<file path="config.mk">
export PLATFORM = sky130hd
export DESIGN_NAME = tx_frame_dispatch
export DESIGN_NICKNAME = d
export VERILOG_FILES = /design/src/rtl/tx_frame_dispatch.sv
export SDC_FILE = /design/constraint.sdc
export NUM_CORES = 1
export LEC_CHECK = 0
export BUFFER_PORTS_ARGS = -buffer_cell sky130_fd_sc_hd__buf_2
export CAP_MARGIN = 0
export CORE_MARGIN = 2
export CORE_UTILIZATION = 61
export CTS_CLUSTER_DIAMETER = 150
export DETAILED_ROUTE_END_ITERATION = 6
export GPL_TIMING_DRIVEN = 0
export PLACE_DENSITY = 0.84
export SETUP_SLACK_MARGIN = 0.2
export SLEW_MARGIN = 20
export SYNTH_ARGS = -nofsm -noshare
export SYNTH_HDL_FRONTEND = slang
export SYNTH_SLANG_ARGS = --single-unit
</file>
<file path="constraint.sdc">
create_clock -name clk -period 4.5 [get_ports clk]
set_clock_uncertainty 0.1 [all_clocks]
set_input_delay 0.9 -clock clk [delete_from_list [all_inputs] [get_ports clk]]
set_output_delay 0.9 -clock clk [all_outputs]
set_load 0.01 [all_outputs]
</file>
<file path="src/rtl/tx_frame_dispatch.sv">
module tx_frame_dispatch #(
  parameter int CNT_W  = 11,
  parameter int ID_W   = 6,
  parameter int DA_LEN = 6
) (
  input  logic            clk,
  input  logic            rst_n,
  input  logic            host_valid,
  output logic            host_ready,
  input  logic [15:0]     host_word,
  input  logic [1:0]      lkp_port,
  output logic            eg_valid,
  input  logic            eg_ready,
  output logic [7:0]      eg_byte,
  output logic            eg_last,
  output logic [1:0]      eg_port,
  output logic [ID_W-1:0] tx_status,
  output logic            tx_irq,
  output logic            cnt_err
);

  localparam int IRQ_BIT = 15;
  localparam int MASK_LO = 8;
  localparam logic [CNT_W-1:0] ONE    = CNT_W'(1);
  localparam logic [CNT_W-1:0] DA_END = CNT_W'(DA_LEN - 1);

  typedef enum logic [1:0] {S_CTRL, S_CNT, S_DATA} st_t;

  st_t             st;
  logic            req_irq;
  logic [1:0]      mask;
  logic [ID_W-1:0] fid;
  logic [CNT_W-1:0] remain, idx;
  logic [15:0]     word_q;
  logic            full, hi_sel;
  logic [1:0]      lkp_q;
  logic            da_done;

  wire host_hs  = host_valid && host_ready;
  wire eg_hs    = eg_valid && eg_ready;
  wire cap_pt   = (idx == DA_END) || eg_last;
  wire [CNT_W-1:0] cnt_field = host_word[CNT_W-1:0];

  assign host_ready = (st != S_DATA) || !full;
  assign eg_valid   = (st == S_DATA) && full;
  assign eg_byte    = hi_sel ? word_q[15:8] : word_q[7:0];
  assign eg_last    = eg_valid && (remain == ONE);
  assign eg_port    = (mask != 2'b00) ? mask : (da_done ? lkp_q : lkp_port);

  always_ff @(posedge clk) begin
    if (!rst_n) begin
      st        <= S_CTRL;
      req_irq   <= 1'b0;
      mask      <= 2'b00;
      fid       <= '0;
      remain    <= '0;
      idx       <= '0;
      word_q    <= '0;
      full      <= 1'b0;
      hi_sel    <= 1'b0;
      lkp_q     <= 2'b00;
      da_done   <= 1'b0;
      tx_status <= '0;
      tx_irq    <= 1'b0;
      cnt_err   <= 1'b0;
    end else begin
      tx_irq <= 1'b0;
      case (st)
        S_CTRL: if (host_hs) begin
          req_irq <= host_word[IRQ_BIT];
          mask    <= host_word[MASK_LO+1:MASK_LO];
          fid     <= host_word[ID_W-1:0];
          st      <= S_CNT;
        end
        S_CNT: if (host_hs) begin
          if (cnt_field == '0) begin
            cnt_err <= 1'b1;
            st      <= S_CTRL;
          end else begin
            remain  <= cnt_field;
            idx     <= '0;
            da_done <= 1'b0;
            st      <= S_DATA;
          end
        end
        default: begin
          if (host_hs) begin
            word_q <= host_word;
            full   <= 1'b1;
            hi_sel <= 1'b0;
          end
          if (eg_hs) begin
            remain <= remain - ONE;
            idx    <= idx + ONE;
            if (cap_pt && !da_done) begin
              lkp_q   <= lkp_port;
              da_done <= 1'b1;
            end
            if (remain == ONE) begin
              full      <= 1'b0;
              hi_sel    <= 1'b0;
              st        <= S_CTRL;
              tx_status <= fid;
              tx_irq    <= req_irq;
            end else if (!hi_sel) begin
              hi_sel <= 1'b1;
            end else begin
              full   <= 1'b0;
              hi_sel <= 1'b0;
            end
          end
        end
      endcase
    end
  end

  AST_EG_HOLD: assert property (@(posedge clk) disable iff (!rst_n)
    eg_valid && !eg_ready |=> eg_valid && $stable(eg_byte) && $stable(eg_last));
  AST_IRQ_CAUSE: assert property (@(posedge clk) disable iff (!rst_n)
    tx_irq |-> $past(eg_hs && eg_last));
  AST_ERR_STICKY: assert property (@(posedge clk) disable iff (!rst_n)
    cnt_err |=> cnt_err);
  AST_STATUS_QUIET: assert property (@(posedge clk) disable iff (!rst_n)
    !(eg_hs && eg_last) |=> $stable(tx_status));
  AST_LAST_ENDS: assert property (@(posedge clk) disable iff (!rst_n)
    eg_hs && eg_last |=> !eg_valid);

endmodule

</file>
==> impl_metrics.csv <==
group,metric,value,unit
synthesis,synthSimpleGateAreaFrac,0.2492,
finish,area_growth,14.95,%
synthesis,synthMuxAreaShare,0.07843,
floorplan,pin_count,43,
timing,finalHoldViolCount,0,
synthesis,syn_area,3063,µm²
min_path,min-delay-path-class,"reg -> reg",
timing,min_period_over_period,0.6883,
setup_path,path_delay_family,"simple AND/OR/NAND/NOR gates",
clock_network,cts_tree,"done",
synthesis,ys.flop_type,"dfxtp_1",
global_routing,grt_pass1_wl,12660,µm
clock_network,cts_setup_buffers,0,
synthesis,async_flop_share,0,
global_routing,grt.overflow.total,0,
detailed_routing,postRouteAntennaNets,0,
synthesis,synth_area_leaders,"dfxtp_1 (41%), a21oi_1 (6.9%), nand2_1 (5.9%), mux2i_1 (4.9%), mux2_2 (2.9%)",
clock_network,clkTransAtPathRegs,0.07,ns
floorplan,dieWidth,74.86,µm
status,status,"finished clean",
detailed_routing,vias_per_cell,6.165,
clock_network,numClockSinks,62,
power_and_ir_drop,ir_worst_vdd,0.2873,mV
detailed_routing,drc,0,
setup_path,crit_slowest_cell,"nor4_4",
setup_path,arrival,2.10,ns
finish,fillers,375,
setup_path,required,3.50,ns
clock_network,clk_path_buf_depth,2,
timing,worstMarginPinSlew,0.8733,ns
setup_path,cp_cell_sequence,"buf_2 -> nor4_4 -> nand4_1 -> inv_1 -> buf_2",
run,drv_cap,0,
synthesis,netlist_top_cells_count,"dfxtp_1 (62), nand2_1 (48), a21oi_1 (42)",
synthesis,syn_area_per_cell,8.438,µm²
synthesis,synth_most_common_cell,"dfxtp_1",
synthesis,synth_cell_type_count,53,
synthesis,syn-num-nets,389,
clock_network,cts_buffers,9,
global_routing,grt_usage,0.3063,
power_and_ir_drop,power,1197,µW
setup_path,path_buf_inv,3,
setup_path,cp-start-kind,"register",
setup_path,crit_fanout,10,
clock_network,hold_buffers,0,
clock_network,post_cts_resized,0,
timing,max_freq,322.8,MHz
clock_network,cts-root-buf,"clkbuf_8",
timing,fin_crit,3.097,ns
placement,place_inst,470,
finish,antenna_cells,0,
clock_network,clock_latency,0.34,ns
setup_path,crit_top_cell,"buf_2",
global_routing,grt_pass1_vias,2572,
synthesis,synth_compound_area_frac,0.1969,
synthesis,synthAdderAreaFrac,0.01634,
synthesis,seq_area_frac_synth,0.4052,
finish,nets,440,
detailed_routing,firstDrtPassIters,5,
finish,final_layout_size_suffix_gt1_frac,0.1918,
timing,relSlewSlack,0.4124,
synthesis,yosysTopAreaCell,"dfxtp_1",
synthesis,yosysTopAreaCellShare,0.4052,
detailed_routing,routedWlPerCell,16.51,µm
power_and_ir_drop,power_density,340.1,nW/µm²
global_routing,antenna_found_initial,0,
clock_network,cts_htree_levels,3,
synthesis,synth_top_family_by_area,"simple AND/OR/NAND/NOR gates",
floorplan,fp.dieArea,5604,µm²
finish,design_area,3521,µm²
setup_path,critPathMaxStageDelay,0.58,ns
setup_path,worstSetupPathType,"reg -> out",
synthesis,synthXorXnorAreaFrac,0,
power_and_ir_drop,p_leak,0.001331,µW
synthesis,ys_ff_latch,62,
global_routing,grt_max_degree,11,
floorplan,fp.dieH,74.86,µm
timing,tns,0,ns
finish,final_util,0.7357,
floorplan,start_util,0.6400,
floorplan,rows,25,
timing,rsz0062_at_grt,"no",
detailed_routing,routed_wirelength,7990,µm
detailed_routing,drt_iter0_drc,475,
synthesis,synth_edf_count,0,
floorplan,coreArea,4786,µm²
placement,dp.final_hpwl,5497,µm
setup_path,worst_setup_path_end_kind,"output pin",
placement,portBuffers,40,
timing,setup_viol,0,
placement,gp_congestion,0.9362,
finish,finalNonFillerCells,484,
timing,slew_viol_final,0,
synthesis,yosysWarnings,0,
placement,placed_area,3347,µm²
detailed_routing,vias,2984,
synthesis,synthCells,363,
-- worst min-delay path: stages, from the launching register on --
cell	delay [ns]
dfxtp_1	0.31
nand2_1	0.05
nor3_1	0.04
-- layout make-up --
type / instances / area, µm² / area share
sequential: 62 / 1241 / 0.3525
inverter: 10 / 37.54 / 0.01066
buffer: 25 / 127.6 / 0.03625
clock inverter: 1 / 5.005 / 0.001421
clock buffer: 13 / 168.9 / 0.04797
timing repair buffer: 40 / 200.2 / 0.05686
multi-input combinational: 266 / 1657 / 0.4705
tap: 67 / 83.83 / 0.02381
-- placed cells by master (no fill, tap or decap), types with 8 or more instances in the layout --
master | netlist | routed
a21oi_1 | 42 | 42
clkbuf_8 | 0 | 12
dfxtp_1 | 62 | 62
nor3_1 | 9 | 9
clkbuf_1 | 12 | 13
buf_2 | 9 | 49
nand3_1 | 16 | 16
nand2_1 | 48 | 48
o31ai_1 | 10 | 10
inv_1 | 9 | 9
mux2_2 | 8 | 8
nand4_1 | 9 | 9
o21ai_0 | 12 | 12
mux2i_1 | 15 | 15
nor2_1 | 21 | 21
-- power breakdown --
part	internal, µW	switching (µW)	total [µW]
Clock	238	202	440
Combinational	67.2	107	174
Sequential	567	15.9	583
Total	873	324	1200
-- cell families (layout without fill, tap and decap cells) --
group | Yosys count | in the layout
AO/OA/AOI/OAI | 95 | 95
adder cells (fa/ha/maj) | 4 | 4
buffers and inverters | 35 | 89
flip-flops | 62 | 62
multiplexers | 23 | 23
AND/OR/NAND/NOR | 144 | 144
-- per-stage QoR --
step           hold slack (ns)  setup slack, ns
2_1_floorplan           0.3135            2.170
6_report                0.3423            1.403
3_5_place_dp            0.3275            1.773
4_1_cts                 0.3423            1.413
3_3_place_gp            0.3266            1.731
5_1_grt                 0.3661            1.191
-- sequential cells by signal (all words and copies together), names as in the netlist --
name and cells:
word_q 16, idx 11, remain 11, fid 6, tx_status 6, lkp_q 2, mask 2, st 2
cnt_err 1, da_done 1, full 1, hi_sel 1, req_irq 1, tx_irq 1
-- worst paths after layout --
path                                end  startpoint  slack, ns  depth (start not counted)
worst min register to register   tx_irq     req_irq       0.34                          2
worst max-delay path            eg_last   remain[4]       1.40                          5
worst max register to register     full   remain[4]       2.33                          5
worst min-delay path             tx_irq     req_irq       0.34                          2
-- per-layer routing --
metal	track usage	vias up	share of wire
li1	-	1439	-
met5	0	-	0
met3	0.09906	12	0.094
met4	0.09127	0	0.013
met2	0.4444	146	0.44
met1	0.4364	1387	0.45
(Power assumes the default switching activity.)
